`config.mk`:
```
export PLATFORM = sky130hd
export DESIGN_NAME = panel_rx
export DESIGN_NICKNAME = d
export VERILOG_FILES = /design/src/rtl/panel_rx.sv
export SDC_FILE = /design/constraint.sdc
export NUM_CORES = 1
export LEC_CHECK = 0
export BUFFER_PORTS_ARGS = -buffer_cell sky130_fd_sc_hd__buf_2
export CAP_MARGIN = 10
export CORE_UTILIZATION = 60
export DETAILED_ROUTE_END_ITERATION = 7
export GPL_TIMING_DRIVEN = 0
export MAX_ROUTING_LAYER = met4
export PLACE_DENSITY = 0.84
export SYNTH_ARGS = -nofsm -noshare
export SYNTH_HDL_FRONTEND = slang
export SYNTH_SLANG_ARGS = --single-unit
```
`constraint.sdc`:
```
create_clock -name clk -period 3.76 [get_ports clk]
set_clock_uncertainty 0.2 [all_clocks]
set_input_delay 0.564 -clock clk [delete_from_list [all_inputs] [get_ports clk]]
set_output_delay 0.564 -clock clk [all_outputs]
set_load 0.1 [all_outputs]
```
`src/rtl/panel_rx.sv`:
```
module panel_rx #(
  parameter int CLK_PER_BIT = 2604,
  parameter int PKT_LEN     = 13,
  parameter int WDOG_CYCLES = 25_000_000
) (
  input  logic                       clk,
  input  logic                       rst,
  input  logic                       rx_in,
  output logic signed [7:0]          enc_left,
  output logic signed [7:0]          enc_right,
  output logic [(PKT_LEN-2)*7-1:0]   ctrl,
  output logic                       pkt_valid,
  output logic                       power_off_req
);
  localparam int CW   = $clog2(CLK_PER_BIT);
  localparam int HALF = CLK_PER_BIT / 2;
  localparam int IW   = $clog2(PKT_LEN);
  localparam int PW   = PKT_LEN * 7;
  localparam int WW   = $clog2(WDOG_CYCLES);

  typedef enum logic [1:0] {S_IDLE, S_START, S_DATA, S_STOP} rx_st_t;

  logic [1:0]    sync_q;
  logic          prev_q;
  rx_st_t        st_q;
  logic [CW-1:0] cnt_q;
  logic [2:0]    bit_q;
  logic [7:0]    sh_q;
  logic          ok_q, err_q;

  logic          rx_s;
  assign rx_s = sync_q[1];

  always_ff @(posedge clk) begin
    if (rst) begin
      sync_q <= 2'b11;
      prev_q <= 1'b1;
      st_q   <= S_IDLE;
      cnt_q  <= '0;
      bit_q  <= '0;
      sh_q   <= '0;
      ok_q   <= 1'b0;
      err_q  <= 1'b0;
    end else begin
      sync_q <= {sync_q[0], rx_in};
      prev_q <= rx_s;
      ok_q   <= 1'b0;
      err_q  <= 1'b0;
      case (st_q)
        S_IDLE:
          if (prev_q && !rx_s) begin
            st_q  <= S_START;
            cnt_q <= '0;
          end
        S_START:
          if (cnt_q == CW'(HALF - 1)) begin
            cnt_q <= '0;
            bit_q <= '0;
            st_q  <= rx_s ? S_IDLE : S_DATA;
          end else cnt_q <= cnt_q + 1'b1;
        S_DATA:
          if (cnt_q == CW'(CLK_PER_BIT - 1)) begin
            cnt_q <= '0;
            sh_q  <= {rx_s, sh_q[7:1]};
            bit_q <= bit_q + 1'b1;
            if (bit_q == 3'd7) st_q <= S_STOP;
          end else cnt_q <= cnt_q + 1'b1;
        S_STOP:
          if (cnt_q == CW'(CLK_PER_BIT - 1)) begin
            cnt_q <= '0;
            ok_q  <= rx_s;
            err_q <= !rx_s;
            st_q  <= S_IDLE;
          end else cnt_q <= cnt_q + 1'b1;
        default: st_q <= S_IDLE;
      endcase
    end
  end

  logic          busy_q;
  logic [IW-1:0] idx_q;
  logic [PW-1:0] asm_q, pub_q, merged;
  logic          done;

  always_comb begin
    merged = asm_q;
    merged[int'(idx_q)*7 +: 7] = sh_q[6:0];
  end

  assign done = ok_q && !sh_q[7] && busy_q && idx_q == IW'(PKT_LEN - 1);

  always_ff @(posedge clk) begin
    if (rst) begin
      busy_q    <= 1'b0;
      idx_q     <= '0;
      asm_q     <= '0;
      pub_q     <= '0;
      pkt_valid <= 1'b0;
    end else begin
      pkt_valid <= done;
      if (err_q) busy_q <= 1'b0;
      else if (ok_q) begin
        if (sh_q[7]) begin
          asm_q[6:0] <= sh_q[6:0];
          idx_q      <= IW'(1);
          busy_q     <= 1'b1;
        end else if (busy_q) begin
          asm_q <= merged;
          if (done) begin
            pub_q  <= merged;
            busy_q <= 1'b0;
          end else idx_q <= idx_q + 1'b1;
        end
      end
    end
  end

  assign enc_left  = {pub_q[6],  pub_q[6:0]};
  assign enc_right = {pub_q[13], pub_q[13:7]};
  assign ctrl      = pub_q[PW-1:14];

  logic [WW-1:0] wd_q;

  always_ff @(posedge clk) begin
    if (rst) begin
      wd_q          <= '0;
      power_off_req <= 1'b0;
    end else if (done) begin
      wd_q <= '0;
    end else if (wd_q == WW'(WDOG_CYCLES - 1)) begin
      power_off_req <= 1'b1;
    end else begin
      wd_q <= wd_q + 1'b1;
    end
  end
endmodule

```
==> summary.md, run 1 <==
| Metric | Value |
|---|---|
| Initial DRC count | just over 600 |
| CTS clock-pin slew for the worst setup and hold paths | 0.07 ns |
| Top-Level Pins | slightly below 100 |
| Psw | roughly 1.1 mW |
| Share of layout cells above drive strength 1 | 13.93% |
| TritonCTS Buffers | 25 |
| Initial core utilization | 61.25% |
| Hold crit path type | in2reg |
| Max Cap Viol | 0 |
| Post-CTS setup buffer count | 0 |
| Overall power | between 5 and 6 mW |
| Combinational family with the most area after synthesis | simple AND/OR/NAND/NOR gates |
| Post-Synth Simple-Gate Area | about a fifth |
| Post-synthesis sequential area ratio | 48.26% |
| Pin count of the biggest net entering global routing | 15 |
| Adder-cell area share of the yosys netlist | under 10% |
| Yosys reg bits | between 200 and 250 |
| Syn Area/Cell | approximately 8.8 sq um |
| Die height | about 130 um |
| Synth Area in XOR/XNOR | 1.990% |
| Crit path time final | around 3.5 ns |
| Count of input and output buffers | a little under 100 |
| First-pass GRT wire length | about 42000 um |
| Final Hold Viols | 0 |
| Resize count post-CTS | 0 |
| Reg power frac | roughly half |
| Multi-input gate area | slightly below 0.005 sq mm |
| Post-CTS Hold Buffers | 0 |
| Outcome | completed |
| Clock Power Share | 46.9% |
| Slew headroom | a little under two fifths |
| FF-to-FF Start | idx_q[0]$_SDFFE_PP0P_ |
| Worst Max-Slew Pin Slew | 0.9253 ns |
| Top cells by area, synth | dfxtp_1 48%, mux2i_1 10%, nor2_1 5.7% |
| Routed vias | between 8000 and 9000 |
| Internal power | just under 4 mW |
| Pwr/cell area | about 430 mW/mm^2 |
| Switching Share | 21.62% |
| Mapped Cells | around 1100 |
| Leak | 4.311 nW |
| Synth unique cells | 56 |
| Complex-gate fraction of the synthesized area | 14.11% |
| Worst Setup End Kind | flop |
| Worst Path Required | between 3 and 4 ns |
| HPWL reported at the end of detailed placement | about 19000 um |
| Worst setup margin | 0.2849 ns |
| Max Freq | between 200 and 300 MHz |
| Root Buffer | clkbuf_16 |
| Multiplexer share of the synthesized area | 10.30% |
| Ys Warns | 0 |
| Arr. time, crit path | around 3.7 ns |
| DR pass1 iterations | 7 |
| Syn Nets | between 1000 and 1500 |
| Reg-to-reg setup timing slack | about 0.28 ns |
| Layout Utilization | between 70% and 80% |
| Cell taking the most area after synthesis | dfxtp_1 |
| Critical path capture point | pub_q[77]$_SDFFE_PP0P_ |
| Area grow syn2layout | 15.21% |
| DRT Wirelength | between 20000 and 30000 um |
| Antenna-violating nets left | 0 |
| WL per Instance | 17.77 um |
| Ys flop type | dfxtp_1 |
| TNS Setup | 0 ns |
| Drt via density | 5.916 |
| Ys async rst share | 0% |
| RSZ-0062 raised after global routing | no |
| Vias in the first global route | 8295 |
| Die Span X | between 100 and 150 um |
| Initial antenna violation count | 0 |
| GR Overflow Total | 0 |
| Fin crit share | between 90% and 100% |
| Rows | 47 |
| Antenna Cells | 0 |
| Worst reg2reg path depth | 9 |
| Filler instances | between 1000 and 1500 |
| Yosys top cell area share | 48.26% |
| Max Slew Vio Count | 0 |
| Final GP Congestion | between 0.9 and 1 |
| Crit start category | flop |
| CTS H-tree lvls | 1 |
| Final setup viols | 0 |
| Synthesized area | around 0.010 sq mm |
| CTS tree | done |
| Number of synthesized flops with an enable pin | 0 |
| Die Area | 0.01739 sq mm |
| CTS Buffer Depth | 3 |
| Clock Latency Late Sink | 0.53 ns |
| Core ar. | ~0.017 sq mm |
| Post-Place Setup Slack | ~0.43 ns |
| Crit-path max FO | 10 |
| TritonCTS Sinks | 244 |
| Combinational share of power | under 10% |
| DR DRC count | 0 |
| Nets | ~1300 |
| Crit. Startpoint | idx_q[0]$_SDFFE_PP0P_ |
| Worst-case vdd ir drop | 0.3370 mV |
| R2r endpoint | pub_q[77]$_SDFFE_PP0P_ |
| Reg area | approximately 0.0049 sq mm |
| GRT Total Usage | between 30 and 40% |
| CP Class | reg2reg |
## synth_stat cells, types with 3 or more instances
cell type	instances
buf_4	3
or4_1	3
a22oi_1	5
nor2_1	154
o21ai_1	6
xnor2_1	17
nand4b_1	3
a211oi_1	24
o221a_2	6
nor3_1	18
a311oi_1	8
nor3b_1	5
nor4_1	7
a31oi_1	14
a21oi_1	93
xor2_1	6
inv_1	18
or2_2	4
or3_1	8
nand3_1	33
and2_1	24
dfxtp_1	244
nand2_1	131
nor2b_1	8
buf_1	4
and3_1	4
o21a_1	7
o21ai_0	62
clkbuf_1	57
nand4_1	7
mux2i_1	103
buf_2	15
ha_1	9
nor3_4	6
## power by group through the flow
| stage | logic, mW | registers [mW] | clock network, mW |
|---|---|---|---|
| after global placement | 0.0824 | 2.65 | 0 |
| after floorplan | 0.0534 | 2.65 | 0 |
| after CTS | 0.0844 | 2.60 | 2.38 |
| after global routing | 0.0920 | 2.59 | 2.49 |
| final | 0.0856 | 2.60 | 2.37 |
| after detailed placement | 0.0840 | 2.65 | 0 |
## layout make-up
class	instances	share of cell area [%]
repair buffers	97	4.164
well taps	220	2.361
clock inverters	5	0.4078
inverters	18	0.5795
multi-input cells	805	41.53
flip-flops and latches	244	41.89
clock buffers	37	6.267
plain buffers	79	2.801
## sequential cells by signal (all words and copies together) (netlist names), 2 cells and up, named ones only
signal  cells
pub_q      91
wd_q       25
bit_q       3
cnt_q      12
asm_q      91
sh_q        8
sync_q      2
idx_q       4
## cells by family (layout without fill, tap and decap cells)
group | count (synthesis) | count (layout)
multiplexers | 104 | 104
adder cells (fa/ha/maj) | 9 | 9
XOR/XNOR | 23 | 23
AND/OR/NAND/NOR | 433 | 433
buffers and inverters | 97 | 236
AO/OA/AOI/OAI | 236 | 236
flip-flops | 244 | 244
## layout by cell type, fill, tap and decap left out, drive strengths merged, types with 9 or more instances in the layout
| master | n |
|---|---|
| a211oi | 26 |
| a21oi | 94 |
| a31oi | 14 |
| and2 | 25 |
| buf | 119 |
| clkbuf | 94 |
| dfxtp | 244 |
| ha | 9 |
| inv | 21 |
| mux2i | 103 |
| nand2 | 132 |
| nand3 | 33 |
| nor2 | 154 |
| nor3 | 24 |
| o21ai | 68 |
| xnor2 | 17 |
## critical path, stage by stage (launching register included)
cell and delay (ns):
dfxtp_1 0.33, buf_2 0.19, inv_1 0.15, ha_1 0.16, buf_2 0.19, nand4_1 0.37
nor2_1 0.54, clkbuf_1 0.58, nand2_1 0.34, o221a_2 0.33
## metal layers
layer / routed length [um] / up-vias / GRT usage (%)
met1: 11020 / 4254 / 38.43
li1: - / 4210 / -
met3: 1925 / 73 / 4.344
met4: 1000 / 0 / 12.73
met2: 12800 / 367 / 50.91
met5: 0 / - / -
## how the worst min path moves through the flow
stage,end,cells past startpoint,slack [ns],startpoint
floorplan,sync_q[1]$_SDFF_PP1_,1,0.19,sync_q[0]$_SDFF_PP1_
global placement,sync_q[1]$_SDFF_PP1_,1,0.19,sync_q[0]$_SDFF_PP1_
detailed placement,sync_q[1]$_SDFF_PP1_,1,0.21,sync_q[0]$_SDFF_PP1_
CTS,sync_q[0]$_SDFF_PP1_,2,0.007,rx_in
global route,sync_q[0]$_SDFF_PP1_,2,0.01,rx_in
finish,sync_q[0]$_SDFF_PP1_,2,0.02,rx_in
## through the flow
step	cells	hold slack [ns]	area, sq um
2_1_floorplan	1146	0.1895	10120
3_3_place_gp	1463	0.1944	10880
3_5_place_dp	1463	0.2060	10880
4_1_cts	1505	0.006586	11660
5_1_grt	1505	0.01040	11660
6_report	1505	0.01671	11660
Note: power is estimated with default switching activity, not from simulation.
==> inputs of run 2 (changes only) <==
Settings changed: ABC_AREA set to 1, PLACE_DENSITY 0.84 to 0.83.
==> summary.md, run 2 <==
| Metric | Value |
|---|---|
| Outcome | completed |
| TritonCTS Buffers | 25 |
| Post-synthesis sequential area ratio | between 40% and 50% |
| CTS H-tree lvls | 1 |
| Multiplexer share of the synthesized area | 0% |
| Buf+Inv Stages, Crit Path | 5 |
| RSZ-0062 raised after global routing | no |
| Number of synthesized flops with an enable pin | 0 |
| Mapped Cells | about 1600 |
| CP Cell Sequence | buf_2 > inv_1 > ha_1 > xnor2_1 > inv_1 > nor2_1 > nand2_1 > buf_2 > o21ai_0 > o21ai_0 > inv_1 |
| CTS tree | done |
| Antenna-violating nets left | 0 |
| Cell taking the most area after synthesis | dfxtp_1 |
| Root Buffer | clkbuf_16 |
| Worst path most repeated cell | inv_1 |
| Complex-gate fraction of the synthesized area | 19.02% |
| Vias in the first global route | around 9400 |
| Ys Warns | 0 |
| Worst-case vdd ir drop | 0.3237 mV |
| DRT Wirelength | 28890 um |
| Share of layout cells above drive strength 1 | 10.15% |
| TNS Setup | 0 ns |
| Yosys reg bits | 244 |
| Synth unique cells | 32 |
| Max Slew Vio Count | 0 |
| Commonest non-fill, non-tap cell in the layout | nor2_1 |
| Ys async rst share | 0% |
| Worst Max-Slew Pin Slew | 0.7212 ns |
| Largest registers | asm_q x91, pub_q x91, wd_q x25 |
| Pin count of the biggest net entering global routing | 15 |
| GR Overflow Total | 0 |
| Core ar. | about 0.017 sq mm |
| Post-CTS Hold Buffers | 0 |
| Pwr/cell area | approximately 420 mW/mm^2 |
| CTS Buffer Depth | 3 |
| Initial core utilization | roughly 62% |
| Slew headroom | approximately half |
| Hold crit path type | in2reg |
| Crit start category | flop |
| CP max-delay cell | o21ai_0 |
| Ys flop type | dfxtp_1 |
| Initial antenna violation count | 0 |
| Count of input and output buffers | 96 |
| Final Hold Viols | 0 |
| Max incr delay on CP | between 0.4 and 0.5 ns |
| Final setup viols | 0 |
| Overall power | roughly 5.3 mW |
| Final GP Congestion | just over 0.9 |
| Antenna Cells | 0 |
| Most common cell in the synthesized netlist | nor2_1 |
| Max Cap Viol | 0 |
| Routed vias | about 11000 |
| Leak | 5.806 nW |
| Synthesized area | ~0.011 sq mm |
| Syn Area/Cell | ~7 sq um |
| CP delay by family, top | buffers and inverters |
| Worst Path Required | about 4 ns |
| Rows | 48 |
| Nets | ~1700 |
| Initial DRC count | approximately 830 |
| Adder-cell area share of the yosys netlist | ~1.0% |
| Die height | 136.4 um |
| Final Cell Area | about 0.012 sq mm |
| Max Freq | 334.9 MHz |
| Die Area | roughly 0.019 sq mm |
| First-pass GRT wire length | around 46000 um |
| Die Span X | 136.4 um |
| Crit path time final | approximately 3 ns |
| Post-CTS setup buffer count | 0 |
| Area post-placement | 0.01160 sq mm |
| Drt via density | about 5.5 |
| Crit-path max FO | 10 |
| Synth Area in XOR/XNOR | between 1 and 1.5% |
| Post-Synth Simple-Gate Area | between 20% and 30% |
| HPWL reported at the end of detailed placement | slightly above 20000 um |
| TritonCTS Sinks | 244 |
| Top-Level Pins | 98 |
| Syn Nets | between 1500 and 2000 |
| CTS clock-pin slew for the worst setup and hold paths | approximately 0.06 ns |
| Fin crit share | about four fifths |
| Top cells by area, synth | dfxtp_1 45%, o21ai_0 11%, nor2_1 8.9% |
| Yosys top cell area share | between 40 and 50% |
| Combinational family with the most area after synthesis | simple AND/OR/NAND/NOR gates |
| Area grow syn2layout | 15.03% |
| Most frequent cells in the layout | 257 x nor2_1, 246 x o21ai_0, 244 x dfxtp_1, 241 x nand2_1, 209 x inv_1 |
| WHS | 0.04894 ns |
| DR DRC count | 0 |
| Worst Setup End Kind | flop |
| Arr. time, crit path | around 3.3 ns |
| Clock Latency Late Sink | 0.52 ns |
| Resize count post-CTS | 0 |
| WL per Instance | about 15 um |
| CP Class | reg2reg |
| GRT Total Usage | 31.78% |
| Most common library cells after synthesis | 257 x nor2_1, 246 x o21ai_0, 244 x dfxtp_1 |
| DR pass1 iterations | 6 |
-- run 2: final timing paths --
kind,from,to,slack (ns),cells past startpoint
worst max-delay path,idx_q[0]$_SDFFE_PP0P_,asm_q[80]$_SDFFE_PP0P_,0.77,11
worst max register to register,idx_q[0]$_SDFFE_PP0P_,asm_q[80]$_SDFFE_PP0P_,0.77,11
worst min-delay path,rx_in,sync_q[0]$_SDFF_PP1_,0.05,2
worst min register to register,sync_q[1]$_SDFF_PP1_,err_q$_SDFF_PP0_,0.24,1
-- run 2: report_power, final --
part / switching (mW) / total [mW] / internal, mW
clock: 1.02 / 2.57 / 1.55
combinational: 0.0854 / 0.110 / 0.0249
sequential: 0.00850 / 2.60 / 2.59
total: 1.11 / 5.28 / 4.17
-- run 2: logic make-up after synthesis --
| logic type | Yosys count |
|---|---|
| AO/OA/AOI/OAI | 401 |
| XOR/XNOR | 13 |
| adder cells (fa/ha/maj) | 9 |
| buffers and inverters | 292 |
| flip-flops | 244 |
| AND/OR/NAND/NOR | 615 |
-- run 2: layer usage --
metal	share of wire [%]	global-route usage [%]	vias up
met5	0	-	-
met4	3.8	13.27	0
met3	6.9	3.766	90
met2	47	51.52	416
met1	42	40.00	4824
li1	-	-	5305
-- run 2: through the flow --
stage	cells	worst slack, ns	utilization (%)
final	1940	0.7741	71.36
after global routing	1940	0.5773	71.36
after CTS	1940	0.8362	71.36
after detailed placement	1895	0.8856	66.39
after global placement	1895	0.8970	66.39
after floorplan	1574	1.510	-
-- run 2: layout make-up --
cell class,count,area [sq um]
plain buffers,82,344.1
clock buffers,37,770.7
clock inverters,8,96.34
fillers,1464,5006
inverters,210,788.3
multi-input cells,1038,4825
flip-flops and latches,244,4885
well taps,225,281.5
repair buffers,96,480.5
==> inputs of run 3 (changes only) <==
Settings changed: CORE_UTILIZATION 60 to 59, PLACE_DENSITY 0.83 to 0.82.
Clock period 3.76 ns to 3 ns, I/O delays scaled along.
==> summary.md, run 3 (synthesis gave the netlist of run 2 again) <==
| Metric | Value |
|---|---|
| R2r endpoint | pub_q[67]$_SDFFE_PP0P_ |
| TritonCTS Sinks | 244 |
| CP Class | reg2reg |
| Root Buffer | clkbuf_16 |
| Max Freq | 341.6 MHz |
| Crit path time final | 2.927 ns |
| Leak | 5.773 nW |
| Fin crit share | a little under 100% |
| Reg-to-reg setup timing slack | between 0.07 and 0.08 ns |
| WL per Instance | between 10 and 15 um |
| Initial DRC count | 926 |
| Drt via density | around 5.5 |
| Routed vias | roughly 11000 |
| Post-Place Setup Slack | between 0.07 and 0.08 ns |
| Vias in the first global route | between 9000 and 10000 |
| Hold wc startpoint | sync_q[0]$_SDFF_PP1_ |
| Final setup viols | 0 |
| Worst reg2reg path depth | 8 |
| Top-Level Pins | between 90 and 100 |
| TritonCTS Buffers | 25 |
| Layout Utilization | between 60 and 70% |
| Most frequent cells in the layout | 256 x nor2_1, 245 x o21ai_0, 244 x dfxtp_1, 241 x nand2_1, 209 x inv_1 |
| First-pass GRT wire length | between 40000 and 50000 um |
| Hold crit path type | reg2reg |
| Commonest non-fill, non-tap cell in the layout | nor2_1 |
| Rows | 49 |
| Worst Max-Slew Pin Slew | 0.7847 ns |
| Die Span X | ~140 um |
| Final Hold Viols | 0 |
| Critical path capture point | pub_q[67]$_SDFFE_PP0P_ |
| GR Overflow Total | 0 |
| Clock Latency Late Sink | between 0.5 and 0.6 ns |
| Largest registers | asm_q x91, pub_q x91, wd_q x25 |
| Core ar. | approximately 0.018 sq mm |
| Worst setup margin | around 0.073 ns |
| Antenna Cells | 0 |
| Antenna-violating nets left | 0 |
| Count of input and output buffers | 96 |
| Worst Setup End Kind | flop |
| Initial antenna violation count | 0 |
| Crit. Startpoint | idx_q[0]$_SDFFE_PP0P_ |
| RSZ-0062 raised after global routing | yes |
| CTS clock-pin slew for the worst setup and hold paths | roughly 0.060 ns |
| Nets | between 1500 and 2000 |
| Worst Path Required | roughly 3.3 ns |
| Area grow syn2layout | 14.63% |
| Outcome | completed |
| Pwr/cell area | between 500 and 600 mW/mm^2 |
| GRT Total Usage | a little under a third |
| CTS Buffer Depth | 3 |
| Post-CTS setup buffer count | 0 |
| Fin cells | approximately 1900 |
| Area post-placement | ~0.012 sq mm |
| CTS tree | done |
| Final Cell Area | roughly 0.012 sq mm |
| Arr. time, crit path | roughly 3.2 ns |
| Share of layout cells above drive strength 1 | 10.04% |
| Crit-path max FO | 10 |
| CTS H-tree lvls | 1 |
| Die Area | between 0.015 and 0.02 sq mm |
| DR pass1 iterations | 6 |
| Pin count of the biggest net entering global routing | 15 |
| Crit start category | flop |
| Max Cap Viol | 0 |
| Die height | about 140 um |
| Initial core utilization | a little over 60% |
| FF-to-FF Start | idx_q[0]$_SDFFE_PP0P_ |
| Final GP Congestion | 0.9523 |
| DR DRC count | 0 |
| Slew headroom | between 40% and 50% |
| DRT Wirelength | slightly below 30000 um |
| HPWL reported at the end of detailed placement | 20350 um |
| Placed insts | between 1500 and 2000 |
| Worst-case vdd ir drop | ~0.42 mV |
| Max Slew Vio Count | 0 |
## run 3: layer usage
layer	vias to the layer above	track usage [%]	wire length [um]
li1	5301	-	-
met1	4920	40.01	12460
met2	387	50.42	13390
met3	86	4.010	1984
met4	0	11.29	1035
met5	-	-	0
## run 3: metrics by stage
step | setup TNS, ns | power, mW | hold WS [ns]
6_report | 0 | 6.452 | 0.2230
4_1_cts | 0 | 6.472 | 0.2239
3_3_place_gp | 0 | 3.467 | 0.1951
3_5_place_dp | 0 | 3.471 | 0.2066
5_1_grt | -0.003105 | 6.622 | 0.2405
2_1_floorplan | 0 | 3.426 | 0.1895
## run 3: repair_timing
item | 4_1_cts | 5_1_grt
gates resized for setup | 0 | 5
hold buffers | 1 | 0
hold endpoints to repair | 1 | 0
endpoints found under the setup margin | 0 | 24
## run 3: worst min-delay path by stage
stage                                end  slack, ns  cells past startpoint
floorplan           sync_q[1]$_SDFF_PP1_       0.19                      1
global placement    sync_q[1]$_SDFF_PP1_       0.20                      1
detailed placement  sync_q[1]$_SDFF_PP1_       0.21                      1
CTS                 sync_q[1]$_SDFF_PP1_       0.22                      1
global route        sync_q[1]$_SDFF_PP1_       0.24                      1
finish              sync_q[1]$_SDFF_PP1_       0.22                      1
## run 3: where the power goes
group / switching [mW] / leakage (nW) / total [mW] / internal (mW)
logic: 0.110 / 3.42 / 0.142 / 0.0325
clock network: 1.26 / 0.390 / 3.05 / 1.78
registers: 0.0120 / 1.97 / 3.26 / 3.25
## run 3: final cells by class
class	instances	area, sq um
well taps	229	286.5
clock inverters	6	60.06
fillers	1567	5535
plain buffers	82	345.3
repair buffers	97	490.5
flip-flops and latches	244	4885
inverters	210	788.3
multi-input cells	1038	4832
clock buffers	37	740.7
## run 3: worst max-delay path: stages (launching register included)
cell	delay (ns)
dfxtp_1	0.36
buf_2	0.22
inv_1	0.15
ha_1	0.40
inv_1	0.13
clkbuf_1	0.22
nor3_1	0.69
o21ai_0	0.30
a21oi_1	0.20
